$ cat config.mk
export PLATFORM = sky130hd
export DESIGN_NAME = adc_pwr_seq_ctrl
export DESIGN_NICKNAME = d
export VERILOG_FILES = /design/src/rtl/adc_seq_pkg.sv /design/src/rtl/adc_ctrl_word.sv /design/src/rtl/adc_frame_xfer.sv /design/src/rtl/adc_seq_fsm.sv /design/src/rtl/adc_pwr_seq_ctrl.sv
export SDC_FILE = /design/constraint.sdc
export NUM_CORES = 1
export LEC_CHECK = 0
export CORE_MARGIN = 8
export CORE_UTILIZATION = 61
export CTS_CLUSTER_DIAMETER = 80
export DETAILED_ROUTE_END_ITERATION = 8
export PLACE_DENSITY = 0.84
export SYNTH_ARGS = -nofsm -noshare
export SYNTH_HDL_FRONTEND = slang
export SYNTH_HIERARCHICAL = 1
export SYNTH_SLANG_ARGS = --single-unit
export TNS_END_PERCENT = 5
$ cat constraint.sdc
create_clock -name clk -period 4.25 [get_ports clk]
set_clock_uncertainty 0.1 [all_clocks]
set_input_delay 0.6375 -clock clk [delete_from_list [all_inputs] [get_ports clk]]
set_output_delay 0.6375 -clock clk [all_outputs]
set_load 0.02 [all_outputs]
$ cat src/rtl/adc_seq_pkg.sv
// Package: shared constants, configuration type and helpers for the
// serial converter sequencer. Assumes a 16-clock frame with a 12-bit
// control field at its head.
package adc_seq_pkg;

    localparam int FRAME_W = 16;
    localparam int CTRL_W  = 12;
    localparam int CHAN_W  = 4;
    localparam int PM_W    = 2;
    localparam int DATA_W  = FRAME_W - CHAN_W;

    // Requested converter configuration.
    typedef struct packed {
        logic [PM_W-1:0]   pm;
        logic [CHAN_W-1:0] chan;
    } cfg_t;

    // Power modes whose top bit is clear sleep after every frame.
    function automatic logic pm_is_auto(input logic [PM_W-1:0] pm);
        return ~pm[PM_W-1];
    endfunction

endpackage

$ cat src/rtl/adc_ctrl_word.sv
// Module: builds the 16-bit command word for a control-register write.
// Layout (MSB first): write, sequence-off, channel, power mode, fixed
// low option bits, then four zero padding bits that the converter ignores.
module adc_ctrl_word
    import adc_seq_pkg::*;
#(
    parameter logic [3:0] CTRL_LOW = 4'b0001
) (
    input  logic               wr,
    input  cfg_t               cfg,
    output logic [FRAME_W-1:0] word
);
    localparam int PAD_W = FRAME_W - CTRL_W;

    // Concatenate the control field and padding.
    always_comb begin
        word = {wr, 1'b0, cfg.chan, cfg.pm, CTRL_LOW, {PAD_W{1'b0}}};
    end

endmodule

$ cat src/rtl/adc_frame_xfer.sv
// Module: one serial frame engine. On go (while ready) it lowers chip
// select, waits one half period, then clocks FRAME_W bits: command bit
// set when the serial clock falls, return bit sampled when it rises.
// After the last high phase chip select rises with frame_end, followed
// by a quiet gap. Assumes HALF >= 1 and QUIET >= 1.
module adc_frame_xfer #(
    parameter int HALF    = 2,
    parameter int QUIET   = 3,
    parameter int FRAME_W = 16
) (
    input  logic               clk,
    input  logic               rst_n,
    input  logic               go,
    input  logic [FRAME_W-1:0] word,
    output logic               ready,
    output logic               frame_end,
    output logic [FRAME_W-1:0] rx_word,
    output logic               cs_n,
    output logic               sclk,
    output logic               din,
    input  logic               dout
);
    localparam int CNT_MAX = (HALF > QUIET) ? HALF : QUIET;
    localparam int CNT_W   = $clog2(CNT_MAX + 1);
    localparam int BIT_W   = $clog2(FRAME_W);
    localparam logic [CNT_W-1:0] HALF_LAST  = CNT_W'(HALF - 1);
    localparam logic [CNT_W-1:0] QUIET_LAST = CNT_W'(QUIET - 1);
    localparam logic [BIT_W-1:0] BIT_LAST   = BIT_W'(FRAME_W - 1);

    typedef enum logic [2:0] {X_IDLE, X_LEAD, X_LOW, X_HIGH, X_QUIET} xst_e;

    xst_e               st;
    logic [CNT_W-1:0]   cnt;
    logic [BIT_W-1:0]   bit_idx;
    logic [FRAME_W-1:0] tx;

    assign ready = (st == X_IDLE);

    // Frame timing, shifting and link pin generation.
    always_ff @(posedge clk) begin
        if (!rst_n) begin
            st        <= X_IDLE;
            cnt       <= '0;
            bit_idx   <= '0;
            tx        <= '0;
            rx_word   <= '0;
            cs_n      <= 1'b1;
            sclk      <= 1'b1;
            din       <= 1'b0;
            frame_end <= 1'b0;
        end else begin
            frame_end <= 1'b0;
            case (st)
                X_IDLE: begin
                    if (go) begin
                        tx   <= word;
                        cs_n <= 1'b0;
                        cnt  <= '0;
                        st   <= X_LEAD;
                    end
                end
                X_LEAD: begin
                    if (cnt == HALF_LAST) begin
                        cnt     <= '0;
                        bit_idx <= '0;
                        sclk    <= 1'b0;
                        din     <= tx[FRAME_W-1];
                        st      <= X_LOW;
                    end else begin
                        cnt <= cnt + 1'b1;
                    end
                end
                X_LOW: begin
                    if (cnt == HALF_LAST) begin
                        cnt     <= '0;
                        sclk    <= 1'b1;
                        rx_word <= {rx_word[FRAME_W-2:0], dout};
                        st      <= X_HIGH;
                    end else begin
                        cnt <= cnt + 1'b1;
                    end
                end
                X_HIGH: begin
                    if (cnt == HALF_LAST) begin
                        cnt <= '0;
                        if (bit_idx == BIT_LAST) begin
                            cs_n      <= 1'b1;
                            din       <= 1'b0;
                            frame_end <= 1'b1;
                            st        <= X_QUIET;
                        end else begin
                            bit_idx <= bit_idx + 1'b1;
                            sclk    <= 1'b0;
                            din     <= tx[FRAME_W-2];
                            tx      <= {tx[FRAME_W-2:0], 1'b0};
                            st      <= X_LOW;
                        end
                    end else begin
                        cnt <= cnt + 1'b1;
                    end
                end
                X_QUIET: begin
                    if (cnt == QUIET_LAST) begin
                        cnt <= '0;
                        st  <= X_IDLE;
                    end else begin
                        cnt <= cnt + 1'b1;
                    end
                end
                default: st <= X_IDLE;
            endcase
        end
    end

endmodule

$ cat src/rtl/adc_seq_fsm.sv
// Module: frame-level sequencer. Runs the three-frame start-up, then for
// each accepted start issues an optional wake frame (auto modes) and a
// conversion frame, and reports the conversion frame's data. Holds a
// pending configuration until the next conversion frame.
// Assumes the frame engine drops ready the cycle after go.
module adc_seq_fsm
    import adc_seq_pkg::*;
#(
    parameter logic [PM_W-1:0]   INIT_PM   = 2'b00,
    parameter logic [CHAN_W-1:0] INIT_CHAN = '0,
    parameter logic [3:0]        CTRL_LOW  = 4'b0001
) (
    input  logic               clk,
    input  logic               rst_n,
    input  logic               start,
    input  logic               cfg_load,
    input  cfg_t               cfg_in,
    input  logic               eng_ready,
    input  logic               frame_end,
    input  logic [FRAME_W-1:0] rx_word,
    output logic               frm_go,
    output logic [FRAME_W-1:0] frm_word,
    output logic               busy,
    output logic               res_valid,
    output logic [CHAN_W-1:0]  res_chan,
    output logic [DATA_W-1:0]  res_data
);
    localparam int            INIT_FRAMES = 3;
    localparam int            ICNT_W      = $clog2(INIT_FRAMES);
    localparam logic [ICNT_W-1:0] ICNT_LAST = ICNT_W'(INIT_FRAMES - 1);

    typedef enum logic [1:0] {S_INIT, S_IDLE, S_WAKE, S_CONV} sst_e;

    sst_e               st;
    logic [ICNT_W-1:0]  init_cnt;
    logic               inflight;
    cfg_t               active;
    cfg_t               pending;
    logic               pend_vld;
    logic [FRAME_W-1:0] wr_word;
    logic               write_now;

    adc_ctrl_word #(.CTRL_LOW(CTRL_LOW)) u_word (
        .wr   (1'b1),
        .cfg  (pending),
        .word (wr_word)
    );

    // Launch a frame when a sequence step needs one and the engine is free.
    always_comb begin
        frm_go    = (st != S_IDLE) && !inflight && eng_ready;
        write_now = ((st == S_INIT) && (init_cnt == ICNT_LAST)) ||
                    ((st == S_CONV) && pend_vld);
        busy      = (st != S_IDLE);
    end

    // Choose the command word for the frame about to launch.
    always_comb begin
        if (write_now) begin
            frm_word = wr_word;
        end else if (st == S_INIT) begin
            frm_word = '1;
        end else begin
            frm_word = '0;
        end
    end

    // Sequence state, configuration bookkeeping and result capture.
    always_ff @(posedge clk) begin
        if (!rst_n) begin
            st        <= S_INIT;
            init_cnt  <= '0;
            inflight  <= 1'b0;
            active    <= '{pm: INIT_PM, chan: INIT_CHAN};
            pending   <= '{pm: INIT_PM, chan: INIT_CHAN};
            pend_vld  <= 1'b0;
            res_valid <= 1'b0;
            res_chan  <= '0;
            res_data  <= '0;
        end else begin
            res_valid <= 1'b0;
            if (frm_go) begin
                inflight <= 1'b1;
                if (write_now) begin
                    active   <= pending;
                    pend_vld <= 1'b0;
                end
            end
            if (frame_end && inflight) begin
                inflight <= 1'b0;
                case (st)
                    S_INIT: begin
                        init_cnt <= init_cnt + 1'b1;
                        if (init_cnt == ICNT_LAST) begin
                            st <= S_IDLE;
                        end
                    end
                    S_WAKE: st <= S_CONV;
                    S_CONV: begin
                        st        <= S_IDLE;
                        res_valid <= 1'b1;
                        res_chan  <= rx_word[FRAME_W-1 -: CHAN_W];
                        res_data  <= rx_word[DATA_W-1:0];
                    end
                    default: st <= S_IDLE;
                endcase
            end
            if ((st == S_IDLE) && start) begin
                st <= pm_is_auto(active.pm) ? S_WAKE : S_CONV;
            end
            if (cfg_load) begin
                pending  <= cfg_in;
                pend_vld <= 1'b1;
            end
        end
    end

endmodule

$ cat src/rtl/adc_pwr_seq_ctrl.sv
// Module: top of the serial converter controller. Joins the sequencer
// and the frame engine. Assumes the converter shifts its return bits
// out on falling serial clock edges, starting at the chip-select fall.
module adc_pwr_seq_ctrl
    import adc_seq_pkg::*;
#(
    parameter int          SCLK_HALF = 2,
    parameter int          QUIET_CYC = 3,
    parameter logic [1:0]  INIT_PM   = 2'b00,
    parameter logic [3:0]  INIT_CHAN = 4'd0,
    parameter logic [3:0]  CTRL_LOW  = 4'b0001
) (
    input  logic        clk,
    input  logic        rst_n,
    input  logic        cfg_load,
    input  logic [1:0]  cfg_pm,
    input  logic [3:0]  cfg_chan,
    input  logic        start,
    output logic        busy,
    output logic        res_valid,
    output logic [3:0]  res_chan,
    output logic [11:0] res_data,
    output logic        adc_cs_n,
    output logic        adc_sclk,
    output logic        adc_din,
    input  logic        adc_dout
);
    logic               eng_ready;
    logic               frame_end;
    logic               frm_go;
    logic [FRAME_W-1:0] frm_word;
    logic [FRAME_W-1:0] rx_word;
    cfg_t               cfg_in;

    assign cfg_in = '{pm: cfg_pm, chan: cfg_chan};

    adc_seq_fsm #(
        .INIT_PM   (INIT_PM),
        .INIT_CHAN (INIT_CHAN),
        .CTRL_LOW  (CTRL_LOW)
    ) u_seq (
        .clk       (clk),
        .rst_n     (rst_n),
        .start     (start),
        .cfg_load  (cfg_load),
        .cfg_in    (cfg_in),
        .eng_ready (eng_ready),
        .frame_end (frame_end),
        .rx_word   (rx_word),
        .frm_go    (frm_go),
        .frm_word  (frm_word),
        .busy      (busy),
        .res_valid (res_valid),
        .res_chan  (res_chan),
        .res_data  (res_data)
    );

    adc_frame_xfer #(
        .HALF    (SCLK_HALF),
        .QUIET   (QUIET_CYC),
        .FRAME_W (FRAME_W)
    ) u_xfer (
        .clk       (clk),
        .rst_n     (rst_n),
        .go        (frm_go),
        .word      (frm_word),
        .ready     (eng_ready),
        .frame_end (frame_end),
        .rx_word   (rx_word),
        .cs_n      (adc_cs_n),
        .sclk      (adc_sclk),
        .din       (adc_din),
        .dout      (adc_dout)
    );

endmodule

# Word-level counts from Yosys, hierarchy flattened
# Index checks and enable logic that the tools add are counted.
[totals]
reg_bits = 76
latchBits = 0
mem_bits_rw = 0
rom_bits = 0
input_bits = 11
output_inout_bits = 21
memories = 0
[op_classes]
n_addsub = 3
multipliers = 0
n_div = 0
order_cmp = 0
n_eq_ne = 20
shift = 0
muxes = 44
bitwise_logic = 1
reduce_logical = 34
[ops]
columns = ["operator", "count"]
rows = [
  ["$mux W16", 5],
  ["$pmux W16 S2", 1],
  ["$mux W3", 6],
  ["$mux W1", 16],
  ["$reduce_and A2 Y1", 8],
  ["$pmux W3 S5", 1],
  ["$mux W2", 6],
  ["$mux W4", 3],
  ["$ne A2 B1 Y1 const B", 6],
  ["$reduce_and A4 Y1", 3],
  ["$reduce_and A5 Y1", 2],
  ["$reduce_bool A2 Y1", 5],
  ["$eq A2 B2 Y1 const B", 4],
  ["$pmux W4 S2", 1],
  ["$eq A3 B2 Y1 const B", 2],
  ["$logic_and A1 B1 Y1", 6],
  ["$pmux W2 S3", 1],
  ["$reduce_and A3 Y1", 2],
  ["$reduce_bool A3 Y1", 2],
  ["$add A2 B1 Y2 const B", 2],
  ["$add A4 B1 Y4 const B", 1],
  ["$eq A2 B1 Y1 const B", 2],
  ["$eq A4 B4 Y1 const B", 1],
  ["$ne A2 B2 Y1 const B", 2],
  ["other kinds (13)", 14],
]

# Longest topological paths before layout
[logic_depth]
ltp_word = 6
mapped_depth = 12

# Hierarchy
# Netlist, hierarchy kept.
[by_module_without_submodules]
columns = ["mod", "n_inst", "cells_per_inst", "area_each_um2", "seq_area_each_um2"]
rows = [
  ["adc_frame_xfer", 1, 226, 1910.6, 900.9],
  ["adc_seq_fsm", 1, 116, 1213.7, 600.6],
  ["adc_ctrl_word", 1, 18, 127.6, 0.0],
]

# Least setup slack after synthesis
# No wires, ideal clock.
[synth_timing]
kind = "reg-to-reg"
startpoint = "register u_xfer.st[1]"
endpoint = "register u_xfer.tx[10]"
arrival_time_ps = 2131
t_required_ps = 4031
slack_ps = 1900
path_stages_with_launch = 12
n_path_buf = 4
path_cell_list = "dfxtp_1 -> buf_2 -> or2_2 -> clkbuf_1 -> nor2_1 -> nand2b_1 -> nor2b_1 -> or4b_4 -> buf_6 -> buf_6 -> o221ai_1 -> nor2_1"
[synth_between]
elab_chain_len = 4
elab_cells_between_ends = 9
[synth_rtl]
columns = ["item", "line", "text"]
rows = [
  ["from (decl)", "adc_frame_xfer.sv:32", "xst_e st;"],
  ["from (signal assigned)", "adc_frame_xfer.sv:42", "st <= X_IDLE;"],
  ["from (signal assigned)", "adc_frame_xfer.sv:59", "st <= X_LEAD;"],
  ["from (signal assigned)", "adc_frame_xfer.sv:68", "st <= X_LOW;"],
  ["$logic_not A3 Y1", "adc_frame_xfer.sv:37", "assign ready = (st == X_IDLE);"],
  ["net eng_ready", "adc_pwr_seq_ctrl.sv:28", "logic eng_ready;"],
  ["$logic_and A1 B1 Y1", "adc_seq_fsm.sv:51", "frm_go = (st != S_IDLE) && !inflight && eng_ready;"],
  ["net frm_go", "adc_pwr_seq_ctrl.sv:30", "logic frm_go;"],
  ["$ne A2 B2 Y1 (no source line)", "-", ""],
  ["$reduce_and A4 Y1 (no source line)", "-", ""],
  ["to (signal assigned)", "adc_frame_xfer.sv:56", "tx <= word;"],
  ["to (signal assigned)", "adc_frame_xfer.sv:95", "tx <= {tx[FRAME_W-2:0], 1'b0};"],
  ["to (decl)", "adc_frame_xfer.sv:35", "logic [FRAME_W-1:0] tx;"],
]
# The timed path passes the listed nets, and every way through them passes these cells.
# A chain may end at the register's enable or synchronous reset.

# Worst setup path in the final report
[layout_timing]
startpoint = "register u_xfer.st[0]"
endpoint = "register u_xfer.st[0]"
[layout_between]
elab_chain_len = 4
elab_cells_between_ends = 13
[layout_rtl]
columns = ["item", "line"]
rows = [
  ["$logic_not A3 Y1", "adc_frame_xfer.sv:37"],
  ["net eng_ready", "adc_pwr_seq_ctrl.sv:28"],
  ["$logic_and A1 B1 Y1", "adc_seq_fsm.sv:51"],
  ["net frm_go", "adc_pwr_seq_ctrl.sv:30"],
  ["$ne A2 B2 Y1 (no source line)", "-"],
  ["$reduce_and A5 Y1 (no source line)", "-"],
]
# The timed path passes the listed nets, and every way through them passes these cells.

==> out/results.tsv <==
metric	value	unit
routability congestion estimate from global placement	0.8285	
status	finished, final reports clean	
Inserted Diodes	0	
sequential area share after synthesis	46.17	%
vias in the first global route	2395	
layout cell share with drive strength beyond 1	8.267	%
worst path cell trace	or2_2 -> nor2_1 -> nand2b_1 -> nor2b_1 -> or4b_4 -> a21boi_1 -> nor4_1 -> a41o_1	
crit path max-delay cell type	or4b_4	
clock buffer depth	2	
FF+latch count, synth	75	
dominant synthesized flop cell	dfxtp_1	
Critical Path AT	2.80	ns
worst reg2reg path startpoint	u_xfer/st[0]	
MaxCap Viol Count	0	
Post-synth EDFFs	0	
Synth Warn #	6	
fin crit period	2.615	ns
most common cell after layout, fill and taps aside	dfxtp_1	
hold buffer count at CTS	0	
Pre-antenna DRT Iters	5	
CP Capture Type	register	
Setup Fix Bufs, Post-CTS	0	
nets	383	
die footprint	0.007924	mm^2
Crit Path Category	register to register	
Synth async-reset ratio	0	%
die width	89.02	um
Leak	0.001379	uW
post-synth top area share	46.17	%
worst skew pair latency	0.34	ns
Initial Util	63.27	%
hold depth	1	
final hold vios	0	
WHS Endpoint	u_seq/res_chan[3]	
all-layer global routing usage	17.17	%
Met3 Wirelength	398	um
CP required	4.43	ns
Clock Tree Root	clkbuf_8	
Sink Count	75	
dpl hpwl	4114	um
worst-margin pin slew	0.9542	ns
commonest non-fill, non-tap cells in the layout	dfxtp_1, nor2_1, clkdlybuf4s50_1	
wire length on met2	2844	um
FF-to-FF End	u_xfer/st[0]	
Max stage delay on crit path	0.64	ns
CP top delay family	simple AND/OR/NAND/NOR gates	
I/O pins	32	
drc violations	0	
met1 wire length	3067	um
Synth cell types	50	
syn_area_per_cell	9.033	um^2
CTS buffer count	9	
Die Height	89.02	um
total power	1833	uW
RSZ-0062 raised after global routing	no	
initial antenna violation count	0	
Worst R2R Path Depth	8	
H-tree lvl count	3	
Post-Syn Area	0.003252	mm^2
CTS tree	built	
fmax	382.3	MHz
core area	0.005140	mm^2
worst-path maximum fanout	20	
setup violators final	0	
Slew headroom	36.04	%
Rows	26	
WL final	6421	um
Max IR drop VDD	0.0003399	V
HP Start	u_xfer/rx_word[15]	
largest net degree at the start of global routing	40	
fin crit share	61.54	%
drt via density	5.813	
drt wl/cell	14.43	um
Slew Viols, Final	0	
Layout area overhead	12.24	%
Post-DRT Antenna Nets	0	
first-pass GRT wire length	10740	um
Worst setup SP type	register	
post-cts resize count	0	
I/O Buffers	31	
reg-to-reg slack, setup	1.63	ns
top post-synthesis cells by area	dfxtp_1, nor2_1, a22o_1	
Initial DRC Count	181	
DR top layer	met4	
Hold Crit Class	register to register	
Yosys top cell by area	dfxtp_1	
via count	2587	
Setup TNS	0	ns
Mapped Cells	360	
Worst-path clk slew	0.07	ns
Critical path buffers and inverters	0	
Power Dens Cells	502.3	mW/mm^2
grt total ovfl	0	
## worst max path at each step
stage	startpoint	to	slack, ns	depth (start not counted)
after detailed placement	u_xfer/st[0]	u_xfer/st[2]	1.74	8
after global placement	u_xfer/st[0]	u_xfer/st[0]	1.80	7
after CTS	u_xfer/st[0]	u_xfer/st[0]	1.65	8
final	u_xfer/st[0]	u_xfer/st[0]	1.63	8
after floorplan	u_xfer/st[1]	u_xfer/tx[10]	1.90	11
after global routing	u_xfer/st[0]	u_xfer/st[0]	1.46	8
## per-stage QoR
stage	hold WS [ns]	cells	utilization [%]	setup WS [ns]	cell area, um^2
6_report	0.3733	445	71.01	1.635	3650
5_1_grt	0.3962	445	71.01	1.461	3650
4_1_cts	0.3702	445	71.01	1.651	3650
3_5_place_dp	0.3501	429	66.60	1.741	3423
3_3_place_gp	0.3443	429	66.60	1.804	3423
2_1_floorplan	0.3295	367	-	1.900	3278
## synth_stat cells (all sizes together), types with 6 or more instances
cell type	n
nand4	6
dfxtp	75
a21oi	11
mux2i	8
buf	27
nor2b	7
nand2	30
a21o	16
nand3	19
nor2	45
a22o	16
clkbuf	14
o21ai	25
o221ai	15
## area by class of cell
type                            instances  area (um^2)
Multi-Input combinational cell        247         1499
Clock buffer                           11        151.4
Timing Repair Buffer                   33        320.3
Tap cell                               70        87.58
Sequential cell                        75         1501
Inverter                                4        15.01
Clock inverter                          5        75.07
Fill cell                             421         1490
## per-layer routing
metal	vias up	track usage [%]
met5	-	0
met4	0	8.761
met3	11	4.412
met2	77	26.95
met1	1217	21.22
li1	1282	-
## kinds of logic (layout without fill, tap and decap cells)
group / count (synthesis) / after routing / share of synthesized area, %
and+or+nand+nor: 130 / 130 / 19.82
AOI/OAI and AO/OA: 96 / 96 / 21.35
DFF: 75 / 75 / 46.17
buffers and inverters: 45 / 53 / 8.811
muxes: 8 / 8 / 2.463
other: 3 / 10 / 0.3463
adders and majority gates: 2 / 2 / 0.7694
xor gates and xnor gates: 1 / 1 / 0.2694
## report_power, final
group / total, uW / internal (uW) / switching (uW)
Sequential: 856 / 788 / 68.1
Combinational: 371 / 138 / 233
Clock: 607 / 360 / 247
## registers in the layout (all words and copies together), names as in the netlist, 2 cells and up
signal and cells:
u_xfer/rx_word 16, u_xfer/tx 16, u_seq/res_data 12, u_seq/pending 6, u_seq/res_chan 4, u_xfer/bit_idx 4
u_xfer/st 3, u_seq/init_cnt 2, u_seq/st 2, u_xfer/cnt 2
No activity file was read; power rests on OpenSTA's default activity.
